==> src/rtl/wbs_pkg.sv <==
// Shared encodings for the serial command slave: engine states, byte roles,
// device identifier and the opcode set. Assumes 8-bit bus bytes.
package wbs_pkg;

    localparam int          NUM_CH  = 4;
    localparam int          NUM_REG = 4;
    localparam logic [3:0]  DEV_ID  = 4'b0101;

    localparam logic [3:0] OP_RD_SET  = 4'b1001;
    localparam logic [3:0] OP_WR_SET  = 4'b1010;
    localparam logic [3:0] OP_RD_REG  = 4'b1011;
    localparam logic [3:0] OP_WR_REG  = 4'b1100;
    localparam logic [3:0] OP_LOAD    = 4'b1101;
    localparam logic [3:0] OP_SAVE    = 4'b1110;

    typedef enum logic [2:0] {
        ST_IDLE, ST_RECV, ST_DECIDE, ST_HOLD, ST_ACK, ST_SEND, ST_MACK, ST_RELOAD
    } eng_state_t;

    typedef enum logic [1:0] {
        BK_ADDR, BK_INSTR, BK_DATA
    } byte_kind_t;

    typedef enum logic [1:0] {
        NX_IDLE, NX_RECV, NX_SEND
    } next_t;

endpackage

==> src/rtl/wbs_bus_sync.sv <==
// Bus line conditioner: brings the asynchronous clock and data lines into the
// system clock domain and flags clock edges, START and STOP. Assumes the
// system clock runs at least 8x the bus clock. Idle bus level is high.
module wbs_bus_sync #(
    parameter int SYNC_STAGES = 2
) (
    input  logic clk,
    input  logic rst_n,
    input  logic scl_raw,
    input  logic sda_raw,
    output logic scl_lvl,
    output logic sda_lvl,
    output logic scl_rise,
    output logic scl_fall,
    output logic start_det,
    output logic stop_det
);
    logic [SYNC_STAGES-1:0] scl_pipe;
    logic [SYNC_STAGES-1:0] sda_pipe;
    logic                   scl_prev;
    logic                   sda_prev;

    // Shift the raw lines through the synchronizer chain and keep one delayed copy.
    always_ff @(posedge clk) begin
        if (!rst_n) begin
            scl_pipe <= '1;
            sda_pipe <= '1;
            scl_prev <= 1'b1;
            sda_prev <= 1'b1;
        end else begin
            scl_pipe <= {scl_pipe[SYNC_STAGES-2:0], scl_raw};
            sda_pipe <= {sda_pipe[SYNC_STAGES-2:0], sda_raw};
            scl_prev <= scl_pipe[SYNC_STAGES-1];
            sda_prev <= sda_pipe[SYNC_STAGES-1];
        end
    end

    assign scl_lvl = scl_pipe[SYNC_STAGES-1];
    assign sda_lvl = sda_pipe[SYNC_STAGES-1];

    // Edge and bus-condition flags, one cycle wide.
    always_comb begin
        scl_rise  = scl_lvl & ~scl_prev;
        scl_fall  = ~scl_lvl & scl_prev;
        start_det = scl_lvl & scl_prev & sda_prev & ~sda_lvl;
        stop_det  = scl_lvl & scl_prev & ~sda_prev & sda_lvl;
    end

endmodule

==> src/rtl/wbs_cmd_engine.sv <==
// Byte-level protocol engine: receives the address, instruction and data
// bytes, decides acknowledges, shifts read bytes out and issues register
// operations. Assumes conditioned inputs from wbs_bus_sync and VAL_W <= 8.
module wbs_cmd_engine
    import wbs_pkg::*;
#(
    parameter int VAL_W = 6
) (
    input  logic             clk,
    input  logic             rst_n,
    input  logic             scl_lvl,
    input  logic             sda_lvl,
    input  logic             scl_rise,
    input  logic             scl_fall,
    input  logic             start_det,
    input  logic             stop_det,
    input  logic [3:0]       strap,
    input  logic             busy,
    input  logic [VAL_W-1:0] rd_set_val,
    input  logic [VAL_W-1:0] rd_reg_val,
    output logic             sda_low,
    output logic [1:0]       sel_chan,
    output logic [1:0]       sel_reg,
    output logic [VAL_W-1:0] wr_val,
    output logic             wr_set_en,
    output logic             load_set_en,
    output logic             commit_en,
    output logic             commit_from_set
);
    eng_state_t  state;
    byte_kind_t  kind;
    next_t       nxt;
    logic [7:0]  shreg;
    logic [7:0]  txreg;
    logic [2:0]  bitcnt;
    logic [3:0]  cmd_op;
    logic        ack_addr;
    logic        pend_commit;
    logic [7:0]  rd_byte;
    logic        op_known;

    // Byte presented by a read: value right-aligned, upper bits zero.
    always_comb begin
        rd_byte = '0;
        rd_byte[VAL_W-1:0] = (cmd_op == OP_RD_SET) ? rd_set_val : rd_reg_val;
    end

    // Opcode of the received byte is one of the six supported operations.
    always_comb begin
        op_known = (shreg[7:4] == OP_RD_SET) || (shreg[7:4] == OP_WR_SET) ||
                   (shreg[7:4] == OP_RD_REG) || (shreg[7:4] == OP_WR_REG) ||
                   (shreg[7:4] == OP_LOAD)   || (shreg[7:4] == OP_SAVE);
    end

    // Main protocol sequencer: bus conditions first, then the per-state bit work.
    always_ff @(posedge clk) begin
        if (!rst_n) begin
            state           <= ST_IDLE;
            kind            <= BK_ADDR;
            nxt             <= NX_IDLE;
            shreg           <= '0;
            txreg           <= '0;
            bitcnt          <= '0;
            cmd_op          <= '0;
            sel_chan        <= '0;
            sel_reg         <= '0;
            wr_val          <= '0;
            ack_addr        <= 1'b0;
            pend_commit     <= 1'b0;
            commit_from_set <= 1'b0;
            wr_set_en       <= 1'b0;
            load_set_en     <= 1'b0;
        end else begin
            wr_set_en   <= 1'b0;
            load_set_en <= 1'b0;
            if (start_det) begin
                state       <= ST_RECV;
                kind        <= BK_ADDR;
                bitcnt      <= '0;
                ack_addr    <= 1'b0;
                pend_commit <= 1'b0;
            end else if (stop_det) begin
                state       <= ST_IDLE;
                pend_commit <= 1'b0;
            end else begin
                case (state)
                    ST_RECV: begin
                        if (scl_rise) begin
                            shreg <= {shreg[6:0], sda_lvl};
                            if (bitcnt == 3'd7) state <= ST_DECIDE;
                            else                bitcnt <= bitcnt + 3'd1;
                        end
                    end
                    ST_DECIDE: begin
                        state <= ST_IDLE;
                        case (kind)
                            BK_ADDR: begin
                                if (shreg[7:4] == DEV_ID && shreg[3:0] == strap && !busy) begin
                                    state    <= ST_HOLD;
                                    kind     <= BK_INSTR;
                                    nxt      <= NX_RECV;
                                    ack_addr <= 1'b1;
                                end
                            end
                            BK_INSTR: begin
                                ack_addr <= 1'b0;
                                cmd_op   <= shreg[7:4];
                                sel_reg  <= shreg[3:2];
                                sel_chan <= shreg[1:0];
                                if (op_known) state <= ST_HOLD;
                                case (shreg[7:4])
                                    OP_RD_SET, OP_RD_REG: nxt <= NX_SEND;
                                    OP_WR_SET, OP_WR_REG: begin
                                        nxt  <= NX_RECV;
                                        kind <= BK_DATA;
                                    end
                                    OP_LOAD: begin
                                        nxt         <= NX_IDLE;
                                        load_set_en <= 1'b1;
                                    end
                                    OP_SAVE: begin
                                        nxt             <= NX_IDLE;
                                        pend_commit     <= 1'b1;
                                        commit_from_set <= 1'b1;
                                    end
                                    default: nxt <= NX_IDLE;
                                endcase
                            end
                            BK_DATA: begin
                                state  <= ST_HOLD;
                                nxt    <= NX_IDLE;
                                wr_val <= shreg[VAL_W-1:0];
                                if (cmd_op == OP_WR_SET) wr_set_en <= 1'b1;
                                else begin
                                    pend_commit     <= 1'b1;
                                    commit_from_set <= 1'b0;
                                end
                            end
                            default: state <= ST_IDLE;
                        endcase
                    end
                    ST_HOLD: begin
                        if (scl_fall) state <= ST_ACK;
                    end
                    ST_ACK: begin
                        if (scl_fall) begin
                            bitcnt <= '0;
                            case (nxt)
                                NX_RECV: state <= ST_RECV;
                                NX_SEND: begin
                                    txreg <= rd_byte;
                                    state <= ST_SEND;
                                end
                                default: state <= ST_IDLE;
                            endcase
                        end
                    end
                    ST_SEND: begin
                        if (scl_fall) begin
                            if (bitcnt == 3'd7) state <= ST_MACK;
                            else begin
                                txreg  <= {txreg[6:0], 1'b0};
                                bitcnt <= bitcnt + 3'd1;
                            end
                        end
                    end
                    ST_MACK: begin
                        if (scl_rise) state <= sda_lvl ? ST_IDLE : ST_RELOAD;
                    end
                    ST_RELOAD: begin
                        if (scl_fall) begin
                            txreg  <= rd_byte;
                            bitcnt <= '0;
                            state  <= ST_SEND;
                        end
                    end
                    default: state <= ST_IDLE;
                endcase
            end
        end
    end

    // Open-drain drive: acknowledge slot, or a zero bit of a read byte.
    assign sda_low   = (state == ST_ACK) || (state == ST_SEND && !txreg[7]);
    // A pending stored-register write fires on the closing STOP.
    assign commit_en = stop_det && pend_commit;


    start_restart_chk: assert property (@(posedge clk) disable iff (!rst_n)
        start_det |=> (state == ST_RECV && kind == BK_ADDR && bitcnt == 3'd0));


    sda_quiet_high_chk: assert property (@(posedge clk) disable iff (!rst_n)
        (sda_low != $past(sda_low)) |-> !scl_lvl);


    no_ack_busy_chk: assert property (@(posedge clk) disable iff (!rst_n)
        (state == ST_ACK && ack_addr) |-> !busy);


    bad_op_idle_chk: assert property (@(posedge clk) disable iff (!rst_n)
        (state == ST_DECIDE && kind == BK_INSTR && !op_known && !start_det && !stop_det)
        |=> state == ST_IDLE);

endmodule

==> src/rtl/wbs_setting_bank.sv <==
// Storage for the live channel settings and the stored-register banks, plus
// the programming timer that models a non-volatile write. Assumes at most one
// operation strobe per cycle from wbs_cmd_engine.
module wbs_setting_bank
    import wbs_pkg::*;
#(
    parameter int VAL_W        = 6,
    parameter int WRITE_CYCLES = 5000
) (
    input  logic                    clk,
    input  logic                    rst_n,
    input  logic [1:0]              sel_chan,
    input  logic [1:0]              sel_reg,
    input  logic [VAL_W-1:0]        wr_val,
    input  logic                    wr_set_en,
    input  logic                    load_set_en,
    input  logic                    commit_en,
    input  logic                    commit_from_set,
    output logic [VAL_W-1:0]        rd_set_val,
    output logic [VAL_W-1:0]        rd_reg_val,
    output logic                    busy,
    output logic [NUM_CH*VAL_W-1:0] set_flat
);
    localparam int CNT_W = $clog2(WRITE_CYCLES + 1);

    logic [VAL_W-1:0] setting [NUM_CH];
    logic [VAL_W-1:0] stored  [NUM_CH][NUM_REG];
    logic [CNT_W-1:0] prog_cnt;

    // Live settings: direct write or load from the selected stored register.
    always_ff @(posedge clk) begin
        if (!rst_n) begin
            for (int c = 0; c < NUM_CH; c++) setting[c] <= '0;
        end else if (wr_set_en) begin
            setting[sel_chan] <= wr_val;
        end else if (load_set_en) begin
            setting[sel_chan] <= stored[sel_chan][sel_reg];
        end
    end

    // Stored registers: commit from the data byte or from the live setting.
    always_ff @(posedge clk) begin
        if (!rst_n) begin
            for (int c = 0; c < NUM_CH; c++)
                for (int r = 0; r < NUM_REG; r++) stored[c][r] <= '0;
        end else if (commit_en) begin
            stored[sel_chan][sel_reg] <= commit_from_set ? setting[sel_chan] : wr_val;
        end
    end

    // Programming timer: loaded at each commit, counts down to idle.
    always_ff @(posedge clk) begin
        if (!rst_n)              prog_cnt <= '0;
        else if (commit_en)      prog_cnt <= CNT_W'(WRITE_CYCLES);
        else if (prog_cnt != '0) prog_cnt <= prog_cnt - 1'b1;
    end

    assign busy       = (prog_cnt != '0);
    assign rd_set_val = setting[sel_chan];
    assign rd_reg_val = stored[sel_chan][sel_reg];

    for (genvar g = 0; g < NUM_CH; g++) begin : g_flat
        assign set_flat[g*VAL_W +: VAL_W] = setting[g];
    end


    commit_busy_chk: assert property (@(posedge clk) disable iff (!rst_n)
        commit_en |=> busy);


    busy_no_write_chk: assert property (@(posedge clk) disable iff (!rst_n)
        busy |-> !(commit_en || wr_set_en || load_set_en));


    setting_hold_chk: assert property (@(posedge clk) disable iff (!rst_n)
        !(wr_set_en || load_set_en) |=> set_flat == $past(set_flat));

endmodule

==> src/rtl/wiper_bus_slave.sv <==
// Top level of the serial command slave: line conditioner, protocol engine
// and setting storage. Assumes clk is at least 8x the bus clock rate and that
// the bus is not stretched or shared by several masters.
module wiper_bus_slave #(
    parameter int VAL_W        = 6,
    parameter int WRITE_CYCLES = 5000,
    parameter int SYNC_STAGES  = 2
) (
    input  logic                            clk,
    input  logic                            rst_n,
    input  logic                            scl_in,
    input  logic                            sda_in,
    input  logic [3:0]                      dev_strap,
    output logic                            sda_pull_low,
    output logic                            prog_busy,
    output logic [wbs_pkg::NUM_CH*VAL_W-1:0] wiper_levels
);
    logic             scl_lvl, sda_lvl, scl_rise, scl_fall, start_det, stop_det;
    logic [1:0]       sel_chan, sel_reg;
    logic [VAL_W-1:0] wr_val, rd_set_val, rd_reg_val;
    logic             wr_set_en, load_set_en, commit_en, commit_from_set;

    wbs_bus_sync #(.SYNC_STAGES(SYNC_STAGES)) u_sync (
        .clk       (clk),
        .rst_n     (rst_n),
        .scl_raw   (scl_in),
        .sda_raw   (sda_in),
        .scl_lvl   (scl_lvl),
        .sda_lvl   (sda_lvl),
        .scl_rise  (scl_rise),
        .scl_fall  (scl_fall),
        .start_det (start_det),
        .stop_det  (stop_det)
    );

    wbs_cmd_engine #(.VAL_W(VAL_W)) u_engine (
        .clk             (clk),
        .rst_n           (rst_n),
        .scl_lvl         (scl_lvl),
        .sda_lvl         (sda_lvl),
        .scl_rise        (scl_rise),
        .scl_fall        (scl_fall),
        .start_det       (start_det),
        .stop_det        (stop_det),
        .strap           (dev_strap),
        .busy            (prog_busy),
        .rd_set_val      (rd_set_val),
        .rd_reg_val      (rd_reg_val),
        .sda_low         (sda_pull_low),
        .sel_chan        (sel_chan),
        .sel_reg         (sel_reg),
        .wr_val          (wr_val),
        .wr_set_en       (wr_set_en),
        .load_set_en     (load_set_en),
        .commit_en       (commit_en),
        .commit_from_set (commit_from_set)
    );

    wbs_setting_bank #(.VAL_W(VAL_W), .WRITE_CYCLES(WRITE_CYCLES)) u_bank (
        .clk             (clk),
        .rst_n           (rst_n),
        .sel_chan        (sel_chan),
        .sel_reg         (sel_reg),
        .wr_val          (wr_val),
        .wr_set_en       (wr_set_en),
        .load_set_en     (load_set_en),
        .commit_en       (commit_en),
        .commit_from_set (commit_from_set),
        .rd_set_val      (rd_set_val),
        .rd_reg_val      (rd_reg_val),
        .busy            (prog_busy),
        .set_flat        (wiper_levels)
    );

endmodule

==> config.mk <==
export PLATFORM = sky130hd
export DESIGN_NAME = wiper_bus_slave
export DESIGN_NICKNAME = d
export VERILOG_FILES = /design/src/rtl/wbs_pkg.sv /design/src/rtl/wbs_bus_sync.sv /design/src/rtl/wbs_cmd_engine.sv /design/src/rtl/wbs_setting_bank.sv /design/src/rtl/wiper_bus_slave.sv
export SDC_FILE = /design/constraint.sdc
export NUM_CORES = 1
export LEC_CHECK = 0
export CORE_UTILIZATION = 57
export DETAILED_ROUTE_END_ITERATION = 12
export PLACE_DENSITY_LB_ADDON = 0.25
export SYNTH_ARGS = -nofsm -noshare
export SYNTH_HDL_FRONTEND = slang
export SYNTH_SLANG_ARGS = --single-unit
==> constraint.sdc <==
create_clock -name clk -period 4.45 [get_ports clk]
set_input_delay 0.6675 -clock clk [delete_from_list [all_inputs] [get_ports clk]]
set_output_delay 0.6675 -clock clk [all_outputs]
set_load 0.01 [all_outputs]
==> impl_metrics.tcl <==
set metrics [dict create \
    outcome "finished clean" \
    rsz0062_at_grt "false" \
    final_nets 770 \
    post_drt_via_cell_ratio 6.18 \
    synthCells 733 \
    mappedNetlistArea_sq_mm 0.00862 \
    yosys_warnings 0 \
    cts_hold_buffers 0 \
    groute.usage.overall_pct 26.9 \
    cts_sinks 185 \
    cts-buffers-inserted 17 \
    ctsLongestPathBuffers 2 \
    met3_usage_pct 4.75 \
    drt-initial-drc-count 697 \
    endpoint_kind "output port" \
    vias 5871 \
    drive_gt1_share_pct 12.5 \
    fin_crit_sh_pct 65.0 \
    io_buffers 33 \
    finalWirelength_um 19900 \
    clk_pin_slew_worst_paths_ps 70 \
    grt_overflow 0 \
    antenna_cells 0 \
    synth-seq-cells 185 \
    synth_async_sr_flop_share_pct 0 \
    cp-start-kind "register" \
    stdcell_area_sq_mm 0.00967 \
    cts_root_buf "clkbuf_16" \
    start_util_pct 58.8 \
    vdd_drop_max_mv 0.314 \
    drc_errors 0 \
    chipWidth_um 125 \
    drtAntennaViolNets 0 \
    worstSetupPathType "register to output port" \
    antenna_found_initial 0 \
    path_max_fanout 17 \
    cellPowerDensity_mw_per_mm2 412 \
    synth_edf_count 120 \
    place_congestion 0.825 \
    drt-wirelength-per-cell_um 21.0 \
    grt_start_max_net_pins 45 \
    grt_pass1_wl_um 31800 \
    drv_slew 0 \
    hold_path_class "register to register" \
    maxSlewHeadroom_pct 20.6 \
    synthesis.nets 750 \
    synth-seq-area-share_pct 56.9 \
    final_common_cell "nor2_1" \
    cts_setup_buffers 0 \
    reg_top3 "u_bank.stored: 96 flops, u_bank.setting: 24 flops, u_bank.prog_cnt: 13 flops" \
    grt-busiest-layer "met2" \
    grt_use_met2_pct 44.2 \
    setup_viol_count_final 0 \
    stdcell_count 950 \
    dr.pass1.iters 9 \
    ys.flop_type "edfxtp_1" \
    period_minus_slack_ps 2890 \
    fillers 1094 \
    p_leak_uw 0.00333 \
    placed_cells 918 \
    fmaxAchievable_mhz 346 \
    gr-usage-met1_pct 36.3 \
    largest_register_ffs 96 \
    io_pins 34 \
    drv_cap 0 \
    cts_tree "done" \
    die_h_um 125 \
    yosysUniqueCellTypes 60 \
    skew_ps 10.5 \
    hpwlAfterDp_um 13400 \
    largest-register "u_bank.stored" \
    dpl_cell_area_sq_mm 0.00907 \
    synth_area_per_cell_sq_um 11.8 \
    cts_resized 0 \
    hold_violations 0 \
    critPathRequiredTime_ps 3780 \
    tns_ps 0 \
    cts_htree_levels 4 \
    worst_slew_pin_slew_ps 1180 \
    coreArea_sq_mm 0.0146 \
    cp.arrival_ps 2220 \
    most-common-layout-cells "167 x nor2_1, 120 x edfxtp_1, 64 x dfxtp_1, 60 x nand2_1, 42 x mux2i_1" \
    area_delta_synth_final_pct 12.2 \
    first_global_vias 5801 \
    die-area_sq_mm 0.0156 \
    clock_latency_ps 430 \
    rows 44 \
]
==> cells in the mapped netlist, types with 9 or more instances <==
cell,n,area (sq um)
inv_1,12,45.0
nor2_1,167,627
a21oi_1,16,80.1
ha_1,9,113
buf_2,20,100
mux4_2,30,676
nand2b_1,17,106
nor3_1,10,50.1
nand3_1,12,60.1
dfxtp_1,65,1300
xnor2_1,10,87.6
a22oi_1,11,82.6
nand2_1,60,225
o21ai_0,18,90.1
edfxtp_1,120,3600
mux2i_1,42,420
clkbuf_1,19,71.3
==> worst max-delay path: stages, from the launching register on <==
cell             delay, ps
dfxtp_1                740
inv_1                  200
a211oi_1               270
clkdlybuf4s50_1        590
==> worst paths after layout <==
path                                                startpoint  slack, ps  depth (start not counted)                            endpoint
worst max-delay path            u_engine.state[2]$_SDFFE_PP0P_       1560                          3                        sda_pull_low
worst min-delay path             u_sync.sda_pipe[0]$_SDFF_PN1_        420                          1       u_sync.sda_pipe[1]$_SDFF_PN1_
worst max register to register                        register       1580                          5  u_bank.setting[1][3]$_SDFFCE_PN0P_
worst min register to register   u_sync.sda_pipe[0]$_SDFF_PN1_        420                          1       u_sync.sda_pipe[1]$_SDFF_PN1_
==> layer usage <==
metal	part of all wire, %	routed length, um	up-vias
met5	0	0	-
met4	2.5	497	0
met3	6.8	1350	39
met2	50	9860	284
met1	41	8200	2843
li1	-	-	2705
==> cell families (layout without fill, tap and decap cells) <==
kind of cell	Yosys count	in the layout	share of synthesized area, %
adder cells (fa/ha/maj)	9	9	1.31
buffers and inverters	54	87	2.69
flip-flops	185	185	56.9
AO/OA/AOI/OAI	78	78	6.33
XOR/XNOR	15	15	1.52
multiplexers	78	78	13.7
AND/OR/NAND/NOR	314	314	17.6
==> power by group <==
group	internal, uW	switching, uW	leakage (uW)
registers	1910	74.8	0.00176
clock network	811	726	0.000296
logic	217	251	0.00127
==> final cells by class <==
type                       instances  area (sq um)  share of cell area, %
inverter                          12          45.0                  0.466
clock buffer                      18           429                   4.44
sequential                       185          4910                   50.7
multi-input combinational        494          3480                   36.0
clock inverter                    14           171                   1.77
tap                              184           230                   2.38
timing repair buffer              43           405                   4.19
==> per-stage QoR <==
step | power, uW | util (%) | setup slack [ps] | hold slack, ps
finish | 3990 | 66.0 | 1560 | 422
CTS | 4000 | 66.0 | 1540 | 424
global placement | 2460 | 61.9 | 1460 | 405
detailed placement | 2480 | 61.9 | 1360 | 402
global route | 4120 | 66.0 | 1340 | 438
floorplan | 2360 | - | 2100 | 386
No activity file was read; power rests on OpenSTA's default activity.
